[src/rtl/eeprom_pw_pkg.sv]
package eeprom_pw_pkg;
  localparam int unsigned PW_ADDR_W      = 8;
  localparam int unsigned PW_DATA_W      = 8;
  localparam int unsigned PW_PAGE_BYTES  = 16;
  localparam int unsigned PW_PROG_CYCLES = 2000;
endpackage

[src/rtl/pw_addr_ctr.sv]
module pw_addr_ctr #(
  parameter int unsigned ADDR_W = 8,
  parameter int unsigned OFF_W  = 4
) (
  input  logic              clk_i,
  input  logic              rst_ni,
  input  logic              load_i,
  input  logic [ADDR_W-1:0] load_addr_i,
  input  logic              inc_i,
  output logic [ADDR_W-1:0] addr_o
);
  logic [ADDR_W-1:0] addr_q;

  always_ff @(posedge clk_i or negedge rst_ni) begin
    if (!rst_ni)      addr_q <= '0;
    else if (load_i)  addr_q <= load_addr_i;
    else if (inc_i)   addr_q[OFF_W-1:0] <= addr_q[OFF_W-1:0] + 1'b1; // wrap inside page
  end

  assign addr_o = addr_q;
endmodule

[src/rtl/pw_page_buf.sv]
module pw_page_buf #(
  parameter int unsigned DATA_W     = 8,
  parameter int unsigned PAGE_BYTES = 16,
  parameter int unsigned OFF_W      = 4
) (
  input  logic                  clk_i,
  input  logic                  rst_ni,
  input  logic                  clr_i,
  input  logic                  wr_i,
  input  logic [OFF_W-1:0]      wr_slot_i,
  input  logic [DATA_W-1:0]     wr_data_i,
  input  logic [OFF_W-1:0]      rd_slot_i,
  output logic [DATA_W-1:0]     rd_data_o,
  output logic [PAGE_BYTES-1:0] valid_o
);
  logic [DATA_W-1:0]     mem_q [PAGE_BYTES];
  logic [PAGE_BYTES-1:0] vld_q;

  for (genvar s = 0; s < PAGE_BYTES; s++) begin : g_slot
    logic hit;
    assign hit = wr_i && (wr_slot_i == OFF_W'(s));

    always_ff @(posedge clk_i or negedge rst_ni) begin
      if (!rst_ni) begin
        mem_q[s] <= '0;
        vld_q[s] <= 1'b0;
      end else begin
        if (hit)        vld_q[s] <= 1'b1;
        else if (clr_i) vld_q[s] <= 1'b0;
        if (hit)        mem_q[s] <= wr_data_i;
      end
    end
  end

  assign rd_data_o = mem_q[rd_slot_i];
  assign valid_o   = vld_q;
endmodule

[src/rtl/pw_prog_timer.sv]
module pw_prog_timer #(
  parameter int unsigned PROG_CYCLES = 2000,
  parameter int unsigned CNT_W       = 11
) (
  input  logic             clk_i,
  input  logic             rst_ni,
  input  logic             go_i,
  output logic             busy_o,
  output logic             done_o,
  output logic [CNT_W-1:0] cnt_o
);
  localparam logic [CNT_W-1:0] LAST = CNT_W'(PROG_CYCLES - 1);

  logic             busy_q;
  logic [CNT_W-1:0] cnt_q;

  always_ff @(posedge clk_i or negedge rst_ni) begin
    if (!rst_ni) begin
      busy_q <= 1'b0;
      cnt_q  <= '0;
    end else if (!busy_q) begin
      if (go_i) begin
        busy_q <= 1'b1;
        cnt_q  <= '0;
      end
    end else if (cnt_q == LAST) begin
      busy_q <= 1'b0;
    end else begin
      cnt_q <= cnt_q + 1'b1;
    end
  end

  assign busy_o = busy_q;
  assign done_o = busy_q && (cnt_q == LAST);
  assign cnt_o  = cnt_q;
endmodule

[src/rtl/eeprom_page_writer.sv]
module eeprom_page_writer
  import eeprom_pw_pkg::*;
#(
  parameter int unsigned ADDR_W      = PW_ADDR_W,
  parameter int unsigned DATA_W      = PW_DATA_W,
  parameter int unsigned PAGE_BYTES  = PW_PAGE_BYTES,
  parameter int unsigned PROG_CYCLES = PW_PROG_CYCLES  // must be >= PAGE_BYTES
) (
  input  logic              clk_i,
  input  logic              rst_ni,
  input  logic              start_i,
  input  logic              stop_i,
  input  logic              waddr_load_i,
  input  logic [ADDR_W-1:0] waddr_i,
  input  logic              byte_vld_i,
  input  logic [DATA_W-1:0] byte_i,
  input  logic              wp_i,
  output logic              data_ack_o,
  output logic              busy_o,
  output logic [ADDR_W-1:0] addr_o,
  output logic              mem_we_o,
  output logic [ADDR_W-1:0] mem_addr_o,
  output logic [DATA_W-1:0] mem_wdata_o
);
  localparam int unsigned OFF_W  = $clog2(PAGE_BYTES);
  localparam int unsigned PAGE_W = ADDR_W - OFF_W;
  localparam int unsigned CNT_W  = $clog2(PROG_CYCLES);

  logic                  busy, done, idle, prot, byte_ok, load_ok, clr, go;
  logic [CNT_W-1:0]      cnt;
  logic [OFF_W-1:0]      slot, prog_slot;
  logic [PAGE_BYTES-1:0] valid, mask_after;
  logic [DATA_W-1:0]     rd_data;

  assign idle      = !busy;
  assign slot      = addr_o[OFF_W-1:0];
  assign prog_slot = cnt[OFF_W-1:0];
  assign prot      = wp_i && addr_o[ADDR_W-1];
  assign load_ok   = waddr_load_i && idle;
  assign byte_ok   = byte_vld_i && idle && !waddr_load_i && !prot;
  assign clr       = (idle && (start_i || waddr_load_i)) || done;

  // a byte strobed alongside STOP still counts toward the commit
  always_comb begin
    mask_after = valid;
    if (byte_ok) mask_after[slot] = 1'b1;
  end
  assign go = idle && stop_i && !start_i && (|mask_after);

  pw_addr_ctr #(.ADDR_W(ADDR_W), .OFF_W(OFF_W)) u_addr (
    .clk_i       (clk_i),
    .rst_ni      (rst_ni),
    .load_i      (load_ok),
    .load_addr_i (waddr_i),
    .inc_i       (byte_ok),
    .addr_o      (addr_o)
  );

  pw_page_buf #(.DATA_W(DATA_W), .PAGE_BYTES(PAGE_BYTES), .OFF_W(OFF_W)) u_buf (
    .clk_i     (clk_i),
    .rst_ni    (rst_ni),
    .clr_i     (clr),
    .wr_i      (byte_ok),
    .wr_slot_i (slot),
    .wr_data_i (byte_i),
    .rd_slot_i (prog_slot),
    .rd_data_o (rd_data),
    .valid_o   (valid)
  );

  pw_prog_timer #(.PROG_CYCLES(PROG_CYCLES), .CNT_W(CNT_W)) u_tmr (
    .clk_i  (clk_i),
    .rst_ni (rst_ni),
    .go_i   (go),
    .busy_o (busy),
    .done_o (done),
    .cnt_o  (cnt)
  );

  assign busy_o      = busy;
  assign data_ack_o  = byte_ok;
  assign mem_we_o    = busy && (cnt < CNT_W'(PAGE_BYTES)) && valid[prog_slot];
  assign mem_addr_o  = {addr_o[ADDR_W-1 -: PAGE_W], prog_slot};
  assign mem_wdata_o = rd_data;
endmodule

[config.mk]
export PLATFORM = sky130hd
export DESIGN_NAME = eeprom_page_writer
export DESIGN_NICKNAME = d
export VERILOG_FILES = /design/src/rtl/eeprom_pw_pkg.sv /design/src/rtl/pw_addr_ctr.sv /design/src/rtl/pw_page_buf.sv /design/src/rtl/pw_prog_timer.sv /design/src/rtl/eeprom_page_writer.sv
export SDC_FILE = /design/constraint.sdc
export NUM_CORES = 1
export LEC_CHECK = 0
export BUFFER_PORTS_ARGS = -buffer_cell sky130_fd_sc_hd__buf_2
export CORE_MARGIN = 2
export CORE_UTILIZATION = 61
export DETAILED_ROUTE_END_ITERATION = 12
export PLACE_DENSITY = 0.86
export SLEW_MARGIN = 20
export SYNTH_ARGS = -nofsm -noshare
export SYNTH_HDL_FRONTEND = slang
export SYNTH_HIERARCHICAL = 1
export SYNTH_SLANG_ARGS = --single-unit
[constraint.sdc]
create_clock -name clk_i -period 2.7 [get_ports clk_i]
set_clock_uncertainty 0.05 [all_clocks]
set_input_delay 0.54 -clock clk_i [delete_from_list [all_inputs] [get_ports clk_i]]
set_output_delay 0.54 -clock clk_i [all_outputs]
set_load 0.05 [all_outputs]
==> reports/results.ini <==
[status]
outcome=complete, but fails checks
violations=setup timing

[sta]
rsz0062_at_grt=true
fin_hold_ws_ns=0.0496
report.final.slew_viol_count=0
maxSlewHeadroom_pct=45.9
fin_tns_setup_ns=-0.229
period_share_pct=102
setup_slack_ns=-0.0667
setup_viol=7
worst_pin_slew_ns=0.810
hold_viol=0
fmax_mhz=361
layout_min_cycle_time_ns=2.77

[setup_path]
path_class=reg -> out
crit_path_start_kind=register
crit_path_max_fanout=5
crit_required_ns=2.11
critical_path_arrival_ns=2.18
end_kind=output port

[placed_design]
gp_congestion=0.861
place_area_sq_um=8260
place_hpwl_um=10600
dp_cells=741
dpl_worst_slack_ns=0.0896
port_buffers=49

[cts]
worst_skew_pair.late_latency_ns=0.43
cts_hold_buf=0
clk_pin_slew_worst_paths_ns=0.06
cts_buffer_depth=2
cts_sinks=164
cts_made_buffers=17
cts-root-buf=clkbuf_16
h-tree-depth=4
cts_tree=yes

[logic_synthesis]
syn_area_per_cell_sq_um=14.6
async_flop_share_pct=100
synth_warnings=6
ys_top_cells_by_area=dfrtp_1, mux2_2, mux4_2, mux2_4, a22oi_1
yosysTopAreaCellShare_pct=53.2
synth_ff_type=dfrtp_1
netlist_area_sq_um=7710
synth_most_common_cell=dfrtp_1
synth_cells=529
synth-edff-count=0
yosysTopAreaCell=dfrtp_1
synth.top_cells.by_count=dfrtp_1, mux2_2, mux4_2, nand2_1
ys_seq_elements=164
synth_seq_area_share_pct=53.2
syn-num-nets=554
synth.distinct_cells=52

[global_route]
grt_usage_pct=30.4
grt_pass1_wl_um=29400
first_global_vias=5120
antenna_found_initial=0
grt_max_degree=67
overflow=0

[floorplan]
io_pins=50
rows=41
start_util_pct=61.8
dieWidth_um=116
die_area_sq_um=13600
core_area_sq_um=12500
die_y_um=116

[detailed_routing]
ant_nets=0
via_per_inst=6.39
avgRoutedWirePerCell_um=24.4
post-route-drc-count=0
vias=4996
drtIter0Drc=376
drt_pre_antenna_iters=4
finalWirelength_um=19100

[cells_and_area]
antenna_cells=0
n_fill_cell=750
multi_input_area_sq_um=3490
drive_above_1_share_pct=52.5
layout.nets=622
regArea_sq_um=4110
final_cell_area_sq_um=9150
syn_to_final_growth_pct=18.7
final_cells=782

[power]
p_per_area_nw_per_um2=1170
leakage_uw=0.00439
ir_worst_vdd_mv=0.650

[worst_hold_path]
hold_path.class=in -> async

[job]
cap_violations=0

-- critical path, stage by stage (launching register included) --
cell and delay [ns]:
dfrtp_2 0.43, buf_4 0.15, buf_12 0.13, buf_6 0.11, mux4_2 0.34, nand2b_1 0.07
a221oi_2 0.31, buf_6 0.21
-- cell families after synthesis --
family          after synthesis  synth area share, %
xor+xnor                      6                0.682
compound gates               58                 5.65
mux                         172                 31.1
flops                       164                 53.2
buf+inv                      42                 2.78
fa+ha+maj                     2                0.325
simple gates                 85                 6.26
-- final timing paths --
kind	to	cells after the start	start	slack, ns
max in group asynchronous	u_buf/mem_q[69]$_DFFE_PN0P_	2	rst_ni	1.80
hold / removal	u_tmr/cnt_o[9]$_DFFE_PN0P_	1	rst_ni	0.05
min in group clk_i	u_addr/addr_o[0]$_DFFE_PN0P_	3	waddr_i[0]	0.28
setup / recovery	mem_we_o	7	u_tmr/cnt_o[0]$_DFFE_PN0P_	-0.07
setup reg to reg	u_buf/mem_q[89]$_DFFE_PN0P_	4	u_tmr/busy_o$_DFF_PN0_	0.16
hold reg to reg	u_buf/mem_q[67]$_DFFE_PN0P_	1	u_buf/mem_q[67]$_DFFE_PN0P_	0.45
-- placed cells by master (no fill, tap or decap), types with 11 or more instances in the layout --
cell type,n
a21o_1,11
a22oi_2,13
buf_2,39
buf_4,19
buf_6,11
clkbuf_16,18
dfrtp_1,160
mux2_2,119
mux2_4,16
mux4_2,33
nand2_1,21
o21ai_0,13
-- state kept, by name, summed over array words and instances, names as in the netlist --
register       cells
u_buf/mem_q      128
u_buf/valid_o     16
u_tmr/cnt_o       11
u_addr/addr_o      8
u_tmr/busy_o       1
-- per-layer routing --
metal / share of wire, % / up-vias / GRT usage, %
met5: 0 / - / 0
met4: 3.7 / 0 / 13.3
met3: 5.1 / 57 / 7.99
met2: 51 / 194 / 50.3
met1: 40 / 2636 / 38.3
li1: - / 2109 / -
-- metrics by stage --
stage,power [uW],utilization [%]
2_1_floorplan,6710,-
3_3_place_gp,7480,66.2
3_5_place_dp,7660,66.2
4_1_cts,10700,73.3
5_1_grt,11200,73.4
6_report,10700,73.4
-- area by class of cell --
type	instances	area share, %
clock buffer	22	5.18
clock inverter	10	1.08
inverter	11	0.478
multi-input combinational	323	38.2
sequential	164	44.9
tap	172	2.35
timing repair buffer	80	7.83
-- power breakdown --
part / leakage, uW / switching, uW / internal [uW]
clock: 0.000277 / 994 / 1350
combinational: 0.00191 / 2350 / 2100
sequential: 0.00220 / 638 / 3290
-- what timing repair did --
item | in CTS | in global routing
setup endpoints to repair | 9 | 19
gates cloned | 5 | 1
buffers inserted | 3 | 1
hold endpoints to repair | 0 | 0
gates resized for setup | 38 | 3
pin swaps | 13 | 6
Power figures use the tool's default switching activity.
